**src/rtl/burst_ami_pkg.sv**
```systemverilog
package burst_ami_pkg;
  typedef enum logic [1:0] {
    SYM_SPACE = 2'b00,
    SYM_POS   = 2'b01,
    SYM_NEG   = 2'b10
  } sym_e;
endpackage

```
**src/rtl/burst_payload.sv**
```systemverilog
module burst_payload #(
  parameter int CH_W = 8,
  parameter int D_W  = 2,
  localparam int PAY_W = 2 * (2 * CH_W + D_W)
) (
  input  logic            wake_i,
  input  logic [CH_W-1:0] b1_a_i,
  input  logic [CH_W-1:0] b2_a_i,
  input  logic [D_W-1:0]  d_a_i,
  input  logic [CH_W-1:0] b1_b_i,
  input  logic [CH_W-1:0] b2_b_i,
  input  logic [D_W-1:0]  d_b_i,
  output logic [PAY_W-1:0] word_o
);
  // MSB of word_o leaves the line first
  always_comb begin
    if (wake_i) word_o = '1;
    else        word_o = {b1_a_i, b2_a_i, d_a_i, b1_b_i, b2_b_i, d_b_i};
  end
endmodule

```
**src/rtl/burst_scrambler.sv**
```systemverilog
module burst_scrambler #(
  parameter int          LEN  = 9,
  parameter int          TAP  = 5,
  parameter logic [LEN-1:0] SEED = '1
) (
  input  logic clk_i,
  input  logic rst_ni,
  input  logic adv_i,
  input  logic bit_i,
  output logic bit_o
);
  logic [LEN-1:0] hist_q;

  // self-synchronizing: feedback taken from sent bits
  assign bit_o = bit_i ^ hist_q[TAP-1] ^ hist_q[LEN-1];

  always_ff @(posedge clk_i or negedge rst_ni) begin
    if (!rst_ni)    hist_q <= SEED;
    else if (adv_i) hist_q <= {hist_q[LEN-2:0], bit_o};
  end
endmodule

```
**src/rtl/ami_encoder.sv**
```systemverilog
module ami_encoder
  import burst_ami_pkg::*;
(
  input  logic       clk_i,
  input  logic       rst_ni,
  input  logic       tick_i,
  input  logic       valid_i,
  input  logic       bit_i,
  output logic [1:0] sym_o
);
  sym_e sym_q;
  logic last_neg_q;

  always_ff @(posedge clk_i or negedge rst_ni) begin
    if (!rst_ni) begin
      sym_q      <= SYM_SPACE;
      last_neg_q <= 1'b1;
    end else if (tick_i) begin
      if (valid_i && bit_i) begin
        sym_q      <= last_neg_q ? SYM_POS : SYM_NEG;
        last_neg_q <= ~last_neg_q;
      end else begin
        sym_q <= SYM_SPACE;
      end
    end
  end

  assign sym_o = sym_q;
endmodule

```
**src/rtl/burst_ami_tx.sv**
```systemverilog
module burst_ami_tx #(
  parameter int       CH_W    = 8,
  parameter int       D_W     = 2,
  parameter int       SCR_LEN = 9,
  parameter int       SCR_TAP = 5,
  parameter logic [SCR_LEN-1:0] SCR_SEED = '1
) (
  input  logic            clk_i,
  input  logic            rst_ni,
  input  logic            sym_en_i,
  input  logic            burst_start_i,
  input  logic            wake_i,
  input  logic            alt_slot_i,
  input  logic [CH_W-1:0] b1_a_i,
  input  logic [CH_W-1:0] b2_a_i,
  input  logic [D_W-1:0]  d_a_i,
  input  logic [CH_W-1:0] b1_b_i,
  input  logic [CH_W-1:0] b2_b_i,
  input  logic [D_W-1:0]  d_b_i,
  output logic [1:0]      sym_o,
  output logic            busy_o
);
  localparam int PAY_W = 2 * (2 * CH_W + D_W);
  localparam int NSYM  = PAY_W + 1;
  localparam int CNT_W = $clog2(NSYM + 1);
  localparam logic [CNT_W-1:0] LAST = CNT_W'(NSYM);

  logic [PAY_W-1:0] word, pay_q;
  logic [CNT_W-1:0] cnt_q;
  logic             busy_q, phase_q;
  logic             take, emit, is_start, scr_bit, line_bit;

  burst_payload #(.CH_W(CH_W), .D_W(D_W)) u_pay (
    .wake_i (wake_i),
    .b1_a_i (b1_a_i), .b2_a_i (b2_a_i), .d_a_i (d_a_i),
    .b1_b_i (b1_b_i), .b2_b_i (b2_b_i), .d_b_i (d_b_i),
    .word_o (word)
  );

  assign take     = !alt_slot_i || !phase_q;
  assign emit     = busy_q && sym_en_i && (cnt_q != LAST);
  assign is_start = (cnt_q == '0);

  always_ff @(posedge clk_i or negedge rst_ni) begin
    if (!rst_ni) begin
      busy_q  <= 1'b0;
      phase_q <= 1'b0;
      cnt_q   <= '0;
      pay_q   <= '0;
    end else if (!busy_q) begin
      if (burst_start_i) begin
        phase_q <= alt_slot_i ? ~phase_q : 1'b0;
        if (take) begin
          busy_q <= 1'b1;
          cnt_q  <= '0;
          pay_q  <= word;
        end
      end
    end else if (sym_en_i) begin
      if (cnt_q == LAST) begin
        busy_q <= 1'b0;
      end else begin
        cnt_q <= cnt_q + 1'b1;
        if (!is_start) pay_q <= {pay_q[PAY_W-2:0], 1'b0};
      end
    end
  end

  burst_scrambler #(.LEN(SCR_LEN), .TAP(SCR_TAP), .SEED(SCR_SEED)) u_scr (
    .clk_i  (clk_i),
    .rst_ni (rst_ni),
    .adv_i  (emit && !is_start),
    .bit_i  (pay_q[PAY_W-1]),
    .bit_o  (scr_bit)
  );

  // start bit bypasses the scrambler and is always a mark
  assign line_bit = is_start ? 1'b1 : scr_bit;

  ami_encoder u_enc (
    .clk_i   (clk_i),
    .rst_ni  (rst_ni),
    .tick_i  (sym_en_i),
    .valid_i (emit),
    .bit_i   (line_bit),
    .sym_o   (sym_o)
  );

  assign busy_o = busy_q;
endmodule

```
**config.mk**
```make
export PLATFORM = sky130hd
export DESIGN_NAME = burst_ami_tx
export DESIGN_NICKNAME = d
export VERILOG_FILES = /design/src/rtl/burst_ami_pkg.sv /design/src/rtl/burst_payload.sv /design/src/rtl/burst_scrambler.sv /design/src/rtl/ami_encoder.sv /design/src/rtl/burst_ami_tx.sv
export SDC_FILE = /design/constraint.sdc
export NUM_CORES = 1
export LEC_CHECK = 0
export ABC_AREA = 1
export BUFFER_PORTS_ARGS = -buffer_cell sky130_fd_sc_hd__buf_2
export CAP_MARGIN = 20
export CORE_MARGIN = 4
export CORE_UTILIZATION = 56
export CTS_CLUSTER_DIAMETER = 80
export CTS_CLUSTER_SIZE = 20
export DETAILED_ROUTE_END_ITERATION = 6
export GPL_TIMING_DRIVEN = 0
export PLACE_DENSITY = 0.87
export SLEW_MARGIN = 20
export SYNTH_ARGS = -nofsm -noshare
export SYNTH_HDL_FRONTEND = slang
export SYNTH_SLANG_ARGS = --single-unit
```
**constraint.sdc**
```tcl
create_clock -name clk_i -period 4.4 [get_ports clk_i]
set_clock_uncertainty 0.05 [all_clocks]
set_input_delay 0.44 -clock clk_i [delete_from_list [all_inputs] [get_ports clk_i]]
set_output_delay 0.44 -clock clk_i [all_outputs]
set_load 0.05 [all_outputs]
```
# Yosys cells after proc, flatten, opt, wreduce, memory -nomap -nowiden
# Index checks and enable logic that the tools add are counted.
dict set report op_classes {
  addsub 1
  muxes 21
  reduce_logical 15
  bitwise_logic 5
  n_eq_ne 5
}
# cell count
set op_table {}
lappend op_table {{two-way mux 36 bit} 7}
lappend op_table {{two-way mux 6 bit} 5}
lappend op_table {{two-way mux 1 bit} 7}
lappend op_table {{adder 6 x 1 -> 6 bit (second input constant)} 1}
lappend op_table {{== test 6 bit (second input constant)} 1}
lappend op_table {{zero test 6 bit} 1}
lappend op_table {{inequality test 2 bit (second input constant)} 3}
lappend op_table {{inequality test 6 bit (second input constant)} 1}
lappend op_table {{AND reduction 5 bit} 1}
lappend op_table {{logical AND 1 bit} 4}
lappend op_table {{two-way mux 2 bit} 2}
lappend op_table {{AND reduction 2 bit} 2}
lappend op_table {{AND reduction 4 bit} 1}
lappend op_table {{nonzero test 2 bit} 2}
lappend op_table {{zero test 1 bit} 3}
lappend op_table {{inverter 1 bit} 3}
lappend op_table {{bitwise XOR 1 bit} 2}
lappend op_table {{logical OR 1 bit} 1}
dict set report totals {
  register_bits 56
  out_inout_bits 3
  input_bits 42
  elab_cells 54
}

# Depth between registers and ports, before layout
dict set report logic_depth {
  word_depth 5
  depth_mapped 9
  depth_no_buf 8
}

# Cells and area by module
# From an unflattened synthesis, not the netlist that was laid out.
dict set report unflattened {
  hier_cells 477
  hier_area_um2 3493.4
}
# mod seq_area_each_um2 area_per_inst_um2 cells_per_inst instances
set modules_own_cells {}
lappend modules_own_cells {burst_ami_tx 1101.1 2645.0 345 1}
lappend modules_own_cells {burst_scrambler 236.5 375.4 42 1}
lappend modules_own_cells {burst_payload 0.0 349.1 76 1}
lappend modules_own_cells {ami_encoder 76.3 123.9 14 1}

# Least setup slack after synthesis
# Ideal clock, no wire load.
dict set report synth_path {
  path_type {register to register}
  startpoint {register busy_q, in the netlist busy_o}
  endpoint {register pay_q[35]}
  period_less_slack_ns 1.672
  required_time_ns 4.233
  path_slack_ns 2.728
  arrival_time_ns 1.505
  stages_incl_launch_ff 9
  setup_ns 0.117
  n_path_buf 2
  path_cell_list {dfrtp_1 > buf_4 > nor2_4 > nand2_1 > nand2_2 > nand3_4 > buf_6 > nand2_1 > nand2_1}
}
dict set report synth_between {
  elab_chain_cells 2
  word_cells_on_any_way 7
  cone_classes {eq/ne (3); mux (1); reduce/logical (3)}
}
# element line
set synth_lines {}
lappend synth_lines {{start: declaration} burst_ami_tx.sv:30} ;# logic busy_q, phase_q;
lappend synth_lines {{start signal: assignment} burst_ami_tx.sv:46} ;# busy_q <= 1'b0;
lappend synth_lines {{start signal: assignment} burst_ami_tx.sv:54} ;# busy_q <= 1'b1;
lappend synth_lines {{start signal: assignment} burst_ami_tx.sv:61} ;# busy_q <= 1'b0;
lappend synth_lines {{inequality test 2 bit (no line) or nonzero test 2 bit (tied branches)} -}
lappend synth_lines {{AND reduction 5 bit (no line)} -}
lappend synth_lines {{end signal: assignment} burst_ami_tx.sv:56} ;# pay_q <= word;
lappend synth_lines {{end signal: assignment} burst_ami_tx.sv:64} ;# if (!is_start) pay_q <= {pay_q[PAY_W-2:0], 1'b0};
lappend synth_lines {{end: declaration} burst_ami_tx.sv:28} ;# logic [PAY_W-1:0] word, pay_q;
# Parallel ways exist; a longest one is shown, timed or not.
# A chain may end at the register's enable or synchronous reset.

# Worst setup path after layout
dict set report layout_path {
  startpoint {register cnt_q[0]}
  endpoint {register pay_q[32]}
}
dict set report layout_between {
  elab_chain_cells 3
  word_cells_on_any_way 5
  cone_classes {eq/ne (3); reduce/logical (2)}
}
# element line
set layout_lines {}
lappend layout_lines {{start: declaration} burst_ami_tx.sv:29} ;# logic [CNT_W-1:0] cnt_q;
lappend layout_lines {{start signal: assignment} burst_ami_tx.sv:63} ;# cnt_q <= cnt_q + 1'b1;
lappend layout_lines {{== test 6 bit or zero test 6 bit (tied branches)} {burst_ami_tx.sv:60, burst_ami_tx.sv:42}}
lappend layout_lines {{inequality test 2 bit (no line)} -}
lappend layout_lines {{AND reduction 5 bit (no line) (*)} -}
# Every way passes the cells marked *; elsewhere a longest branch is shown, timed or not.

==> out/summary.md <==
The post-synthesis instance area came out at 3010 um2. Setup repair after global routing left no endpoint under its margin. After synthesis, the largest family of logic cells by area is simple AND/OR/NAND/NOR gates. TritonCTS built the clock tree.

The max-slew violation total from the final report was 0; the normalized max-slew margin was 53.6%. In this run the static leakage power is 1.87 nW. Counting every net in the synthesized netlist gives 447.

The run gives 0.000809 W as the switching power summed over all nets. The type of element launching the critical path was a flop. Clock-pin slew was measured on the worst setup and hold paths at 0.10 ns. The type of element capturing the critical path was a flop. The first routing iteration left 201 violations. Number of nets with antenna violations after routing: 0. The total of warnings raised by yosys came out at 0. For the layout net count, the log shows 498. The min-delay analysis places its worst path in the category in2async. The floorplan step set the die width to 81.3 um. The floorplan step defined a core boundary enclosing 5170 um2. The run gives 0 as the initial antenna violation count.

The tools report the clock root buffer master as sky130_fd_sc_hd__clkbuf_8. The logs give 56 for the clock sink total and 11.6 mm for the global-route wire length before repair. The post-route non-filler standard cell count is 524, and the CTS buffer count is 5.

Summing the areas of all xor and xnor instances in the mapped netlist gives 0% of the synthesized area. The highest ir drop seen on vdd was 293 uV. The cell area after placement is 3320 um2, and the final count of negative-setup-slack endpoints is 0. The filler cell count in the final layout is 424, and the achievable clock frequency is 569 MHz. The delay contributed by the slowest stage of the critical path was 0.43 ns. The logs give 0 for the number of remaining DRC errors and 2.64 ns for the worst setup margin. Compared with the post-synthesis result, the final layout area differs by 14.7%. Detailed placement finished with a half-perimeter wire length of 4.76 mm. By startpoint and endpoint, the worst setup path is classified as reg2reg. The switching part of the total power was 38.9%; the number of hold buffers added after cts was 0. The insertion delay to the later sink of the worst-skew pair was 0.32 ns. The initial cell density of the core is 58.2%.

Sum of negative setup slack: 0 ns. The run gives 66.8% as the post-route core utilization. Of the total synthesized cell area, the portion taken by full adders, half adders and majority gates is 1.25%.

The internal portion of total power was 0.00127 W; the minimum period implied by the final worst setup slack was 1.76 ns. The instance count after placement with tap cells included is 516, and the number of buffers inserted by post-CTS setup repair is 0. Entering global routing, the biggest net connects 57 pins. Walking the worst path, the cells encountered are inv_1, ha_1, nand4_2, clkbuf_1, nand4_1, nand2_1. The proportion of layout cells with a drive suffix above 1 was 18.7%; the die area was 6610 um2. The worst path uses 40.0% of the clock period. The multiplexer fraction of the synthesized cell area works out to 0%. The average detailed-routed wire length per instance came out at 13.1 um. The aggregate global-route resource usage came out at 22.5%. Routability-driven placement finished with a final weighted congestion of 0.869. Synthesis produced 402 cells. The logs give 26 for the row count and 0 for the post-CTS resize count. For the pin with the worst max-slew slack, the measured transition is 0.697 ns. The detailed router placed 2905 vias in this run. The via count of the first global-routing pass came out at 2612. CTS built an H-tree with a depth of 2.

After detailed routing, the number of vias per cell comes to 5.54. Wires add up to 6.87 mm. The die is 81.3 um tall.

The combinational share of power is 38.5%, and the sequential group share of total power is 42.6%. The repair_antennas step left the layout with diodes totalling 0. Slowest library cell on the worst path: sky130_fd_sc_hd__dfrtp_1. The run gives 1.96 ns as the arrival time at the worst endpoint. The part of the Yosys area used for sequential elements was 47.0%; the power per standard cell area was 602 nW/um2. The tools report the count of endpoints failing hold in the final timing report as 0.

The first detailed-routing pass ran for 5 iterations. Total grt overflow: 0. The count of maximum capacitance violations came out at 0.

Port buffering added 44 buffers. The clock network burns 18.9% of the power. In this run, synthesis produced a sequential element count of 56. In this run the worst path has a maximum fanout of 10.

With fillers left out, the area of the finished cells amounts to 3450 um2. The synthesized area per cell is 7.49 um2, and the distinct cell type count of the synthesized netlist is 24. The run finished with clean final reports. The run gives 2.71 ns as the pre-CTS worst setup slack. The maximum buffer depth of the clock tree is 2. The area fraction in compound gates after synthesis came out at 7.27%. At the worst endpoint, the required time is 4.61 ns. After Yosys synthesis, and, or, nand and nor cells account for 38.5% of the synthesized area.

For this design the top-level I/O count stands at 45.
worst paths after layout:
path / start / slack (ns) / cells past startpoint / endpoint
max: cnt_q[0] / 2.64 / 6 / pay_q[32]
min: rst_ni / 0.11 / 1 / cnt_q[3]
max reg2reg: cnt_q[0] / 2.64 / 6 / pay_q[32]
min reg2reg: u_enc.last_neg_q / 0.42 / 2 / u_enc.last_neg_q
max in group asynchronous: rst_ni / 3.72 / 1 / pay_q[9]
min in group clk_i: alt_slot_i / 0.33 / 3 / phase_q
cell usage in the layout, fill, tap and decap left out:
cell	synthesis	routed
sky130_fd_sc_hd__nand2_4	1	1
sky130_fd_sc_hd__inv_1	13	13
sky130_fd_sc_hd__nand3b_1	1	1
sky130_fd_sc_hd__buf_2	10	53
sky130_fd_sc_hd__nor2_1	1	1
sky130_fd_sc_hd__buf_4	1	2
sky130_fd_sc_hd__nand4_1	36	36
sky130_fd_sc_hd__nand3_4	1	1
sky130_fd_sc_hd__dfrtp_1	46	46
sky130_fd_sc_hd__o21ai_1	2	2
sky130_fd_sc_hd__bufinv_16	0	2
sky130_fd_sc_hd__nor2_2	3	3
sky130_fd_sc_hd__ha_1	3	3
sky130_fd_sc_hd__clkbuf_1	10	11
sky130_fd_sc_hd__nor2_4	2	2
sky130_fd_sc_hd__nand3_1	19	19
sky130_fd_sc_hd__nand4_2	1	1
sky130_fd_sc_hd__nand2_1	195	195
sky130_fd_sc_hd__o21ai_0	40	40
sky130_fd_sc_hd__or2_2	1	1
sky130_fd_sc_hd__o2111ai_1	1	1
sky130_fd_sc_hd__buf_6	3	3
sky130_fd_sc_hd__buf_1	1	1
sky130_fd_sc_hd__clkbuf_8	0	5
sky130_fd_sc_hd__nand2_2	1	1
sky130_fd_sc_hd__dfstp_2	10	10
area by class of cell:
| cell class | instances | area (um2) | area share, % |
|---|---|---|---|
| plain buffers | 25 | 133 | 3.84 |
| clock buffers | 6 | 72.6 | 2.10 |
| clock inverters | 2 | 60.1 | 1.74 |
| inverters | 13 | 48.8 | 1.41 |
| multi-input cells | 308 | 1420 | 41.0 |
| flip-flops and latches | 56 | 1410 | 40.9 |
| well taps | 70 | 87.6 | 2.54 |
| repair buffers | 44 | 223 | 6.45 |
logic make-up after synthesis:
| logic type | Yosys count |
|---|---|
| adders and majority gates | 3 |
| DFF | 56 |
| and+or+nand+nor | 262 |
| buffers and inverters | 38 |
| AOI/OAI and AO/OA | 43 |
critical path: cells and delay by family, from the launching register on:
| kind | cells | cell delay [ns] |
|---|---|---|
| buffers and inverters | 2 | 0.48 |
| adders and majority gates | 1 | 0.22 |
| and+or+nand+nor | 3 | 0.51 |
| DFF | 1 | 0.43 |
power groups by stage:
| stage | Combinational (W) | Clock [W] | Sequential (W) |
|---|---|---|---|
| floorplan | 0.000592 | 0 | 0.000890 |
| global placement | 0.000762 | 0 | 0.000878 |
| detailed placement | 0.000797 | 0 | 0.000889 |
| CTS | 0.000803 | 0.000398 | 0.000882 |
| global route | 0.000925 | 0.000419 | 0.000913 |
| finish | 0.000801 | 0.000393 | 0.000885 |
through the flow:
stage | power, W | hold WS [ns]
final | 0.00208 | 0.114
after global routing | 0.00226 | 0.163
after CTS | 0.00208 | 0.135
after detailed placement | 0.00169 | 0.409
after global placement | 0.00164 | 0.401
after floorplan | 0.00148 | 0.0944
metal layers:
layer  vias to the layer above  track usage [%]  routed length, um
li1                       1421                -                  -
met1                      1369             28.5               2920
met2                        99             38.5               3450
met3                        16             4.77                398
met4                         0             6.76                106
met5                         -                0                  0
cells in the mapped netlist, drive strengths merged:
library cell | n | area share (%)
buf | 15 | 3.2
dfstp | 10 | 8.7
ha | 3 | 1.2
dfrtp | 46 | 38
nand3 | 20 | 3.7
nand2 | 197 | 25
nand3b | 1 | 0.25
or2 | 1 | 0.21
nand4 | 37 | 7.9
nor2 | 6 | 1.5
o2111ai | 1 | 0.29
inv | 13 | 1.6
o21ai | 42 | 7.0
clkbuf | 10 | 1.2
sequential cells by signal (all words and copies together) (netlist names):
name	flops
u_enc.last_neg_q	1
pay_q	36
phase_q	1
busy_o	1
cnt_q	6
u_enc.sym_o	2
u_scr.hist_q	9
No activity file was read; power rests on OpenSTA's default activity.
